File: config.mk
export PLATFORM = sky130hd
export DESIGN_NAME = tslot_link_sched
export DESIGN_NICKNAME = d
export VERILOG_FILES = /design/src/rtl/tsls_pkg.sv /design/src/rtl/tsls_slot_table.sv /design/src/rtl/tsls_credit_bank.sv /design/src/rtl/tsls_rr_arb.sv /design/src/rtl/tslot_link_sched.sv
export SDC_FILE = /design/constraint.sdc
export NUM_CORES = 1
export LEC_CHECK = 0
export ABC_AREA = 0
export CAP_MARGIN = 25
export CORE_AREA = 2 2 104 146
export DETAILED_ROUTE_END_ITERATION = 7
export DIE_AREA = 0 0 106 148
export PLACE_DENSITY = 0.77
export SLEW_MARGIN = 20
export SYNTH_ARGS = -nofsm -noshare
export SYNTH_HDL_FRONTEND = slang
export SYNTH_SLANG_ARGS = --single-unit
File: constraint.sdc
create_clock -name clk -period 16.7 [get_ports clk]
set_input_delay 1.67 -clock clk [delete_from_list [all_inputs] [get_ports clk]]
set_output_delay 1.67 -clock clk [all_outputs]
set_load 0.005 [all_outputs]
File: src/rtl/tsls_pkg.sv
package tsls_pkg;

    // configuration operation decoded from the request strobes
    typedef enum logic [1:0] {
        OP_NONE    = 2'd0,
        OP_RESERVE = 2'd1,
        OP_RELEASE = 2'd2
    } cfg_op_e;

    // reply pair returned one cycle after a request
    typedef struct packed {
        logic done;
        logic err;
    } cfg_reply_t;

endpackage

File: src/rtl/tsls_slot_table.sv
module tsls_slot_table
    import tsls_pkg::*;
#(
    parameter int NUM_VC = 4,
    parameter int SLOTS  = 8,
    parameter int VC_W   = 2,
    parameter int SL_W   = 4,
    parameter int SLOT_W = 3
) (
    input  logic              clk,
    input  logic              rst_n,
    input  logic              cfg_reserve,
    input  logic              cfg_release,
    input  logic [VC_W-1:0]   cfg_vc,
    input  logic [SL_W-1:0]   cfg_level,
    output logic [SLOT_W-1:0] cur_slot,
    output logic              owner_valid,
    output logic [VC_W-1:0]   owner_vc,
    output logic [NUM_VC-1:0] bound_mask,
    output cfg_reply_t        reply
);

    typedef struct packed {
        logic [SLOT_W-1:0]            slot;
        logic [SLOTS-1:0]             valid;
        logic [SLOTS-1:0][VC_W-1:0]   vcid;
        cfg_reply_t                   rep;
    } tbl_t;

    tbl_t              st_d, st_q;
    cfg_op_e           op;
    logic [SL_W-1:0]   free_cnt;
    logic [SL_W-1:0]   need;

    assign op = cfg_release ? OP_RELEASE : (cfg_reserve ? OP_RESERVE : OP_NONE);

    always_comb begin
        st_d      = st_q;
        st_d.rep  = '0;
        st_d.slot = (st_q.slot == SLOT_W'(SLOTS - 1)) ? '0 : st_q.slot + 1'b1;

        free_cnt = '0;
        for (int s = 0; s < SLOTS; s++) begin
            if (!st_q.valid[s]) free_cnt = free_cnt + 1'b1;
        end

        need = cfg_level;
        case (op)
            OP_RELEASE: begin
                for (int s = 0; s < SLOTS; s++) begin
                    if (st_q.valid[s] && st_q.vcid[s] == cfg_vc) st_d.valid[s] = 1'b0;
                end
                st_d.rep.done = 1'b1;
            end
            OP_RESERVE: begin
                if (cfg_level != '0 && cfg_level <= free_cnt) begin
                    for (int s = 0; s < SLOTS; s++) begin
                        if (!st_q.valid[s] && need != '0) begin
                            st_d.valid[s] = 1'b1;
                            st_d.vcid[s]  = cfg_vc;
                            need          = need - 1'b1;
                        end
                    end
                    st_d.rep.done = 1'b1;
                end else begin
                    st_d.rep.err = 1'b1;
                end
            end
            default: ;
        endcase
    end

    always_ff @(posedge clk) begin
        if (!rst_n) st_q <= '0;
        else        st_q <= st_d;
    end

    generate
        for (genvar v = 0; v < NUM_VC; v++) begin : g_bound
            logic [SLOTS-1:0] hit;
            for (genvar s = 0; s < SLOTS; s++) begin : g_slot
                assign hit[s] = st_q.valid[s] && (st_q.vcid[s] == VC_W'(v));
            end
            assign bound_mask[v] = |hit;
        end
    endgenerate

    assign cur_slot    = st_q.slot;
    assign owner_valid = st_q.valid[st_q.slot];
    assign owner_vc    = st_q.vcid[st_q.slot];
    assign reply       = st_q.rep;

endmodule

File: src/rtl/tsls_credit_bank.sv
module tsls_credit_bank #(
    parameter int NUM_VC = 4,
    parameter int DEPTH  = 4,
    parameter int CNT_W  = 3
) (
    input  logic              clk,
    input  logic              rst_n,
    input  logic [NUM_VC-1:0] send,
    input  logic [NUM_VC-1:0] ret,
    output logic [NUM_VC-1:0] has_credit
);

    typedef logic [NUM_VC-1:0][CNT_W-1:0] cnt_t;

    cnt_t cnt_d, cnt_q;

    always_comb begin
        cnt_d = cnt_q;
        for (int v = 0; v < NUM_VC; v++) begin
            case ({send[v], ret[v]})
                2'b10:   cnt_d[v] = cnt_q[v] - 1'b1;
                2'b01:   cnt_d[v] = cnt_q[v] + 1'b1;
                default: cnt_d[v] = cnt_q[v];
            endcase
        end
    end

    always_ff @(posedge clk) begin
        if (!rst_n) begin
            for (int v = 0; v < NUM_VC; v++) cnt_q[v] <= CNT_W'(DEPTH);
        end else begin
            cnt_q <= cnt_d;
        end
    end

    generate
        for (genvar v = 0; v < NUM_VC; v++) begin : g_flag
            assign has_credit[v] = (cnt_q[v] != '0);
        end
    endgenerate

endmodule

File: src/rtl/tsls_rr_arb.sv
module tsls_rr_arb #(
    parameter int NUM_VC = 4,
    parameter int VC_W   = 2
) (
    input  logic              clk,
    input  logic              rst_n,
    input  logic [NUM_VC-1:0] req,
    input  logic              adv,
    output logic [NUM_VC-1:0] gnt,
    output logic              gnt_any,
    output logic [VC_W-1:0]   gnt_idx
);

    logic [VC_W-1:0] ptr_d, ptr_q;

    always_comb begin
        gnt     = '0;
        gnt_any = 1'b0;
        gnt_idx = '0;
        for (int i = 0; i < NUM_VC; i++) begin
            int k;
            k = int'(ptr_q) + i;
            if (k >= NUM_VC) k = k - NUM_VC;
            if (!gnt_any && req[k]) begin
                gnt_any = 1'b1;
                gnt[k]  = 1'b1;
                gnt_idx = VC_W'(k);
            end
        end
        ptr_d = ptr_q;
        if (adv && gnt_any) begin
            ptr_d = (gnt_idx == VC_W'(NUM_VC - 1)) ? '0 : gnt_idx + 1'b1;
        end
    end

    always_ff @(posedge clk) begin
        if (!rst_n) ptr_q <= '0;
        else        ptr_q <= ptr_d;
    end

endmodule

File: src/rtl/tslot_link_sched.sv
module tslot_link_sched
    import tsls_pkg::*;
#(
    parameter  int NUM_VC       = 4,
    parameter  int FLIT_W       = 32,
    parameter  int SLOTS        = 8,
    parameter  int CREDIT_DEPTH = 4,
    localparam int VC_W         = (NUM_VC > 1) ? $clog2(NUM_VC) : 1,
    localparam int SL_W         = $clog2(SLOTS + 1),
    localparam int SLOT_W       = (SLOTS > 1) ? $clog2(SLOTS) : 1,
    localparam int CNT_W        = $clog2(CREDIT_DEPTH + 1)
) (
    input  logic                     clk,
    input  logic                     rst_n,
    input  logic [NUM_VC-1:0]        vc_flit_valid,
    input  logic [NUM_VC*FLIT_W-1:0] vc_flit_data,
    output logic [NUM_VC-1:0]        vc_pop,
    input  logic [NUM_VC-1:0]        credit_return,
    input  logic                     cfg_reserve,
    input  logic                     cfg_release,
    input  logic [VC_W-1:0]          cfg_vc,
    input  logic [SL_W-1:0]          cfg_level,
    output logic                     cfg_done,
    output logic                     cfg_error,
    output logic                     link_valid,
    output logic [VC_W-1:0]          link_vc,
    output logic [FLIT_W-1:0]        link_data
);

    typedef struct packed {
        logic              valid;
        logic [VC_W-1:0]   vc;
        logic [FLIT_W-1:0] data;
    } link_t;

    logic [SLOT_W-1:0] cur_slot;
    logic              owner_valid;
    logic [VC_W-1:0]   owner_vc;
    logic [NUM_VC-1:0] bound_mask;
    cfg_reply_t        reply;
    logic [NUM_VC-1:0] has_credit;
    logic [NUM_VC-1:0] elig;
    logic [NUM_VC-1:0] be_gnt;
    logic              be_any;
    logic [VC_W-1:0]   be_idx;
    logic              gs_hit;
    logic [NUM_VC-1:0] grant;
    logic [VC_W-1:0]   grant_idx;
    link_t             link_d, link_q;

    tsls_slot_table #(
        .NUM_VC (NUM_VC),
        .SLOTS  (SLOTS),
        .VC_W   (VC_W),
        .SL_W   (SL_W),
        .SLOT_W (SLOT_W)
    ) u_table (
        .clk         (clk),
        .rst_n       (rst_n),
        .cfg_reserve (cfg_reserve),
        .cfg_release (cfg_release),
        .cfg_vc      (cfg_vc),
        .cfg_level   (cfg_level),
        .cur_slot    (cur_slot),
        .owner_valid (owner_valid),
        .owner_vc    (owner_vc),
        .bound_mask  (bound_mask),
        .reply       (reply)
    );

    tsls_credit_bank #(
        .NUM_VC (NUM_VC),
        .DEPTH  (CREDIT_DEPTH),
        .CNT_W  (CNT_W)
    ) u_credit (
        .clk        (clk),
        .rst_n      (rst_n),
        .send       (grant),
        .ret        (credit_return),
        .has_credit (has_credit)
    );

    assign elig   = vc_flit_valid & has_credit;
    assign gs_hit = owner_valid && elig[owner_vc];

    tsls_rr_arb #(
        .NUM_VC (NUM_VC),
        .VC_W   (VC_W)
    ) u_rr (
        .clk     (clk),
        .rst_n   (rst_n),
        .req     (elig & ~bound_mask),
        .adv     (!gs_hit),
        .gnt     (be_gnt),
        .gnt_any (be_any),
        .gnt_idx (be_idx)
    );

    always_comb begin
        grant     = '0;
        grant_idx = be_idx;
        if (gs_hit) begin
            grant[owner_vc] = 1'b1;
            grant_idx       = owner_vc;
        end else if (be_any) begin
            grant = be_gnt;
        end

        link_d       = '0;
        link_d.valid = |grant;
        link_d.vc    = grant_idx;
        for (int v = 0; v < NUM_VC; v++) begin
            if (grant[v]) link_d.data = vc_flit_data[v*FLIT_W +: FLIT_W];
        end
    end

    always_ff @(posedge clk) begin
        if (!rst_n) link_q <= '0;
        else        link_q <= link_d;
    end

    assign vc_pop     = grant;
    assign link_valid = link_q.valid;
    assign link_vc    = link_q.vc;
    assign link_data  = link_q.data;
    assign cfg_done   = reply.done;
    assign cfg_error  = reply.err;

endmodule

==> results by group, run 1 <==
Logic synthesis
  • Number of synthesized register bits: 78
  • Cell count after synthesis: 754
  • Synth async-reset ratio: 0%
  • Yosys warns: 0
  • Syn_nets: around 930
  • Top FF cell, synth: dfxtp_1
  • Post-synthesis sequential area ratio: about a quarter
  • Post-synth EDFFs: 0
  • Netlist cell types: between 90 and 100
  • Mapped Avg Cell Area: between 8 and 9 um^2
  • Post-Syn Area: around 6600 um^2

Floorplanning
  • I/O pin count: around 190
  • Initial Util: 46.0%
  • Die ar.: roughly 16000 um^2
  • Core Area: about 14000 um^2
  • Die Width: 106 um
  • Die height: 148 um
  • Site Rows: 52

STA
  • Final worst setup slack: 8690 ps
  • Final Hold Vio Count: 0
  • Measured slew at the worst slew-check pin: 969 ps
  • Tcrit/Tclk final: around 48%
  • Achievable clock frequency: 125 MHz
  • Slew headroom: about a third
  • Max Slew Vio Count: 0
  • Clock Skews: 10.5 ps
  • Final setup TNS: 0 ps
  • Tmin final: ~8000 ps
  • RSZ-0062 raised after global routing: no
  • Setup-failing EPs final: 0

Setup path
  • Critical path class: in2reg
  • Critical path required time: between 15000 and 20000 ps
  • Critical-path maximum fanout: 8
  • Data arrival time of the critical path: between 8000 and 9000 ps
  • Crit end category: flop
  • CP startpoint: cfg_level[0]
  • Worst r2r src: u_table.st_q[18]
  • Slowest CP cell: clkdlybuf4s50_1
  • Crit-path max cell delay: 600 ps
  • CP Launch Type: primary input
  • Critical Path Most Common Cell: ha_1

Worst hold path
  • Min-Delay Path Class: reg2reg
  • Hold_sp: u_credit.cnt_q[11]

Pwr
  • Maximum VDD drop: roughly 0.14 mV
  • Int Pwr: a little under 0.001 W
  • Sequential power share: between 10% and 20%
  • Sw Share: 46.3%
  • Cell area power density: about 210 nW/um^2
  • Combinational share of power: 74.5%
  • Clock group share of total power: approximately a tenth
  • Sw Pwr: between 0.0008 and 0.0009 W
  • Leak Pwr: 3.21 nW

Drt
  • Wire length per cell: 18.5 um
  • Iteration-0 DRC count of the detailed router: between 400 and 500
  • ANT nets after route: 0
  • Total wire length: slightly above 20000 um
  • Pre-antenna DRT Iters: 5
  • DRC: 0
  • Routed vias: ~6.3k
  • Via density: 5.74

Finish
  • Synthesis-to-finish area growth: 31.8%
  • Final #Nets: roughly 1.1k
  • Share of cells above drive strength 1: about a tenth

Global routing
  • Initial antenna violation count: 2
  • Tot GR Track Use: between 20% and 30%
  • Vias in the first global route: approximately 6.1k
  • Global-route wire length before repair: around 32000 um
  • Pin count of the biggest net entering global routing: 81
  • Aggregate global routing overflow: 0

Clock tree
  • CTS max path bufs: 2
  • Postcts setup bufs: 0
  • Clk_lat worst skew: 340 ps
  • CTS Hold Bufs: 0
  • Clock root buffer: clkbuf_16
  • Cts repair resizes: 0
  • Total CTS buffers: 9
  • CTS tree: done
  • CTS Sinks: 78
  • Worst-path clk slew: roughly 60 ps
  • CTS HTree Levels: 3

Placed design
  • GPL Wtd Cong: between 0.8 and 0.9
  • DP Worst Slack: between 8000 and 9000 ps
  • Post-DP HPWL: ~15000 um
  • Port-buffer cells: between 150 and 200

Run
  • Max Cap Viol: 0

Run status
  • Outcome: finished clean
-- final timing paths --
path,endpoint,slack (ps),depth (start not counted)
max,u_table.st_q[16],8690,25
min,u_credit.cnt_q[11],510,2
max reg2reg,u_table.st_q[10],9810,26
min reg2reg,u_credit.cnt_q[11],510,2
-- metrics by stage --
step                power [W]  instances  instance area, um^2  utilization (%)  hold WS [ps]
detailed placement    0.00165       1084                 8450             58.8           505
global placement      0.00163       1084                 8450             58.8           488
floorplan             0.00134        754                 6610                -           477
CTS                   0.00183       1098                 8710             60.6           511
finish                0.00182       1099                 8710             60.6           507
global route          0.00200       1098                 8710             60.6           551
-- cell type report --
cell class              count  area (um^2)
flip-flops and latches     78         1560
inverters                  30          113
diodes                      1         2.50
clock buffers              11          233
fillers                  1287         5670
repair buffers            191         1890
well taps                 189          236
multi-input cells         596         4650
clock inverters             3         23.8
-- state kept, by name, indices dropped and copies added, names as in the netlist, named ones only --
signal	flops
link_valid	1
u_credit.cnt_q	12
link_data	32
u_table.st_q	24
u_rr.ptr_q	1
u_table.reply	2
u_table.cur_slot	3
link_vc	2
-- cell usage in the layout (no fill, tap or decap), types with 24 or more instances in the layout --
master and count:
dfxtp_1 78, a221oi_2 30, inv_1 28, nor2_1 57
a21boi_1 33, ha_1 28, or3_1 44, xnor2_1 33
clkdlybuf4s50_1 185, mux2i_1 26, nand3_1 24, nand2_1 69
-- power by group through the flow --
| stage | combinational (W) | sequential (W) | clock (W) |
|---|---|---|---|
| CTS | 0.00137 | 0.000289 | 0.000178 |
| detailed placement | 0.00136 | 0.000292 | 0 |
| floorplan | 0.00106 | 0.000276 | 0 |
| finish | 0.00136 | 0.000290 | 0.000175 |
| global placement | 0.00134 | 0.000291 | 0 |
| global route | 0.00152 | 0.000295 | 0.000185 |
-- critical path: cells and delay by family --
kind                     cells  cell delay, ps
AND/OR/NAND/NOR              7            1520
XOR/XNOR                     1             190
adder cells (fa/ha/maj)      4            1130
multiplexers                 2             530
buffers and inverters        3             850
AO/OA/AOI/OAI                8            2380
-- routing by layer --
metal,global-route usage (%),share of wire (%),up-vias
li1,-,-,3069
met1,27.8,37,3001
met2,48.4,53,203
met3,6.79,7.1,28
met4,9.01,2.4,2
met5,0,0.093,-
-- cell usage after synthesis, drive strengths merged, types with 4 or more instances --
master	n	area, um^2
mux4	8	180
nor3	10	55.1
clkbuf	28	105
buf	22	184
o21ai	19	95.1
nand3	24	120
or3	44	275
fa	4	80.1
a21boi	42	315
a221oi	33	477
dfxtp	78	1560
mux2	5	63.8
or4	4	33.8
xnor2	33	289
a31oi	6	43.8
o21a	9	68.8
o22ai	6	37.5
ha	28	350
or2	8	50.1
inv	29	109
nor2b	22	138
nand3b	8	60.1
o41ai	4	50.1
nand2b	10	62.6
a21oi	16	83.8
and2	9	57.6
mux2i	30	324
nor4	8	90.1
nor3b	7	57.6
xor2	10	87.6
nand2	69	259
nor2	57	214
a211oi	6	67.6
o31ai	6	45.0
-- cells by family (layout without fill, tap and decap cells) --
logic type,count (synthesis),in the layout,share of synthesized area (%)
other,0,1,0
XOR/XNOR,43,43,5.70
adder cells (fa/ha/maj),32,32,6.51
AND/OR/NAND/NOR,296,296,24.4
flip-flops,78,78,23.6
AO/OA/AOI/OAI,182,182,25.1
buffers and inverters,80,235,6.08
multiplexers,43,43,8.60
(Power assumes the default switching activity.)
==> run 2, diff against run 1 <==
clock period = 8.25 ns   (was 16.7 ns; I/O delays follow)
==> results by group, run 2 (synthesis results as in run 1) <==
Run status
  • Outcome: finished clean (unchanged)

Setup path
  • CP delay by family, top: compound AO/OA/AOI/OAI gates (unchanged)
  • Critical-path maximum fanout: 8 (unchanged)
  • Crit end category: flop (unchanged)
  • Critical path class: in2reg (unchanged)
  • Critical Path Most Common Cell: ha_1 (unchanged)
  • Critical path buffers and inverters: 3 (unchanged)
  • CP Launch Type: primary input (unchanged)
  • Data arrival time of the critical path: 7300 ps (was 8280 ps)
  • Slowest CP cell: clkdlybuf4s50_1 (unchanged)
  • Crit-path max cell delay: 580 ps (was 600 ps)
  • Critical path required time: 8480 ps (was 16970 ps)

Placed design
  • Post-DP HPWL: 15300 um (about the same)
  • DP Area: 8460 um^2 (was 8450 um^2)
  • DP Worst Slack: 887 ps (was 8410 ps)
  • GPL Wtd Cong: 0.887 (was 0.878)
  • Port-buffer cells: 186 (unchanged)

Clock tree
  • Cts repair resizes: 0 (unchanged)
  • CTS Sinks: 78 (unchanged)
  • Clock root buffer: clkbuf_16 (unchanged)
  • CTS max path bufs: 2 (unchanged)
  • Postcts setup bufs: 0 (unchanged)
  • Total CTS buffers: 9 (unchanged)
  • CTS tree: done (unchanged)
  • CTS HTree Levels: 3 (unchanged)
  • CTS Hold Bufs: 0 (unchanged)
  • Clk_lat worst skew: 340 ps (about the same)
  • Worst-path clk slew: 60 ps (about the same)

Finish
  • # fillers: 1266 (was 1287)
  • Share of cells above drive strength 1: 11.1% (was 10.6%)
  • Synthesis-to-finish area growth: 33.1% (was 31.8%)
  • Most common cell after layout, fill and taps aside: clkdlybuf4s50_1 (unchanged)
  • Final #Nets: 1085 (was 1084)
  • Most frequent cells in the layout: clkdlybuf4s50_1 (185), dfxtp_1 (78), nand2_1 (69) (unchanged)
  • Largest register FFs: 32 (unchanged)
  • Finished layout cell area: 8790 um^2 (was 8710 um^2)

Floorplanning
  • Die Width: 106 um (unchanged)
  • Die ar.: 15700 um^2 (unchanged)
  • Site Rows: 52 (unchanged)
  • Initial Util: 46.0% (unchanged)
  • I/O pin count: 187 (unchanged)
  • Die height: 148 um (unchanged)
  • Core Area: 14400 um^2 (unchanged)

Global routing
  • Global-route wire length before repair: 31700 um (was 32400 um)
  • Pin count of the biggest net entering global routing: 81 (unchanged)
  • Initial antenna violation count: 2 (unchanged)
  • Vias in the first global route: 5974 (was 6097)
  • Aggregate global routing overflow: 0 (unchanged)
  • Tot GR Track Use: 25.4% (was 25.9%)

STA
  • Final worst setup slack: 1180 ps (was 8690 ps)
  • RSZ-0062 raised after global routing: no (unchanged)
  • Max Slew Vio Count: 0 (unchanged)
  • Slew headroom: 40.3% (was 35.3%)
  • Tcrit/Tclk final: between 80% and 90%
  • Achievable clock frequency: approximately 140 MHz
  • Tmin final: a little over 7000 ps
  • Final Hold Vio Count: 0 (unchanged)
  • Final setup TNS: 0 ps (unchanged)
  • Measured slew at the worst slew-check pin: 892 ps (was 969 ps)
  • Clock Skews: 5.72 ps (was 10.5 ps)
  • Setup-failing EPs final: 0 (unchanged)

Drt
  • DRC: 0 (unchanged)
  • Pre-antenna DRT Iters: 5 (unchanged)
  • Routed vias: 6268 (was 6303)
  • Total wire length: 20100 um (was 20400 um)
  • Wire length per cell: 18.2 um (was 18.5 um)
  • Via density: 5.69 (was 5.74)
  • ANT nets after route: 0 (unchanged)
  • Iteration-0 DRC count of the detailed router: 403 (was 433)

Pwr
  • Cell area power density: 432 nW/um^2 (was 209 nW/um^2)
  • Final Total Pwr: 0.00380 W (was 0.00182 W)
  • Maximum VDD drop: 0.238 mV (was 0.140 mV)
  • Leak Pwr: 3.26 nW (was 3.21 nW)

Run
  • Max Cap Viol: 0 (unchanged)

Worst hold path
  • Min-Delay Path Class: reg2reg (unchanged)
run 2: changes by cell type in the layout (fill, tap and decap cells not counted):
| cell | before | now |
|---|---|---|
| clkbuf_1 | 2 | 0 |
| clkbuf_8 | 0 | 2 |
| clkinvlp_4 | 2 | 1 |
| clkinv_2 | 0 | 1 |
| buf_4 | 5 | 6 |
| bufinv_16 | 0 | 2 |
run 2: per-layer routing:
layer | share of wire (%) | GRT usage, %
met3 | 6.6 | 5.56
met4 | 2.0 | 7.30
met2 | 54 | 48.4
met1 | 38 | 27.8
met5 | 0.065 | 0
run 2: layout make-up:
type | count | area, um^2 | share of cell area, %
antenna | 1 | 2.50 | 0.0285
clock buffer | 11 | 253 | 2.87
clock inverter | 5 | 81.3 | 0.925
inverter | 30 | 113 | 1.28
multi-input combinational | 596 | 4650 | 52.8
sequential | 78 | 1560 | 17.8
tap | 189 | 236 | 2.69
timing repair buffer | 192 | 1900 | 21.6
run 2: path summary, 6_finish.rpt:
check	startpoint	end	slack, ps	cells after the start
setup / recovery	cfg_level[0]	u_table.st_q[24]	1180	27
hold / removal	u_credit.cnt_q[11]	u_credit.cnt_q[11]	500	2
setup reg to reg	u_table.st_q[18]	u_table.st_q[11]	1210	26
hold reg to reg	u_credit.cnt_q[11]	u_credit.cnt_q[11]	500	2
run 2: where the power goes:
group | internal, W | leakage, nW | switching, W
clock network | 0.000282 | 0.162 | 0.000163
logic | 0.00129 | 2.46 | 0.00148
registers | 0.000488 | 0.641 | 0.0000979
run 2: worst register-to-register path: cells and delay by family (launching register included):
kind | cells | cell delay [ps]
AO/OA/AOI/OAI | 4 | 620
XOR/XNOR | 1 | 240
adder cells (fa/ha/maj) | 7 | 2100
buffers and inverters | 2 | 400
flip-flops | 1 | 810
multiplexers | 4 | 1020
AND/OR/NAND/NOR | 8 | 1740
run 2: per-stage QoR:
stage | utilization, % | instances | hold slack, ps
finish | 61.2 | 1102 | 499
detailed placement | 58.8 | 1085 | 503
global placement | 58.8 | 1085 | 486
global route | 61.1 | 1101 | 531
CTS | 61.1 | 1101 | 504
floorplan | - | 754 | 477
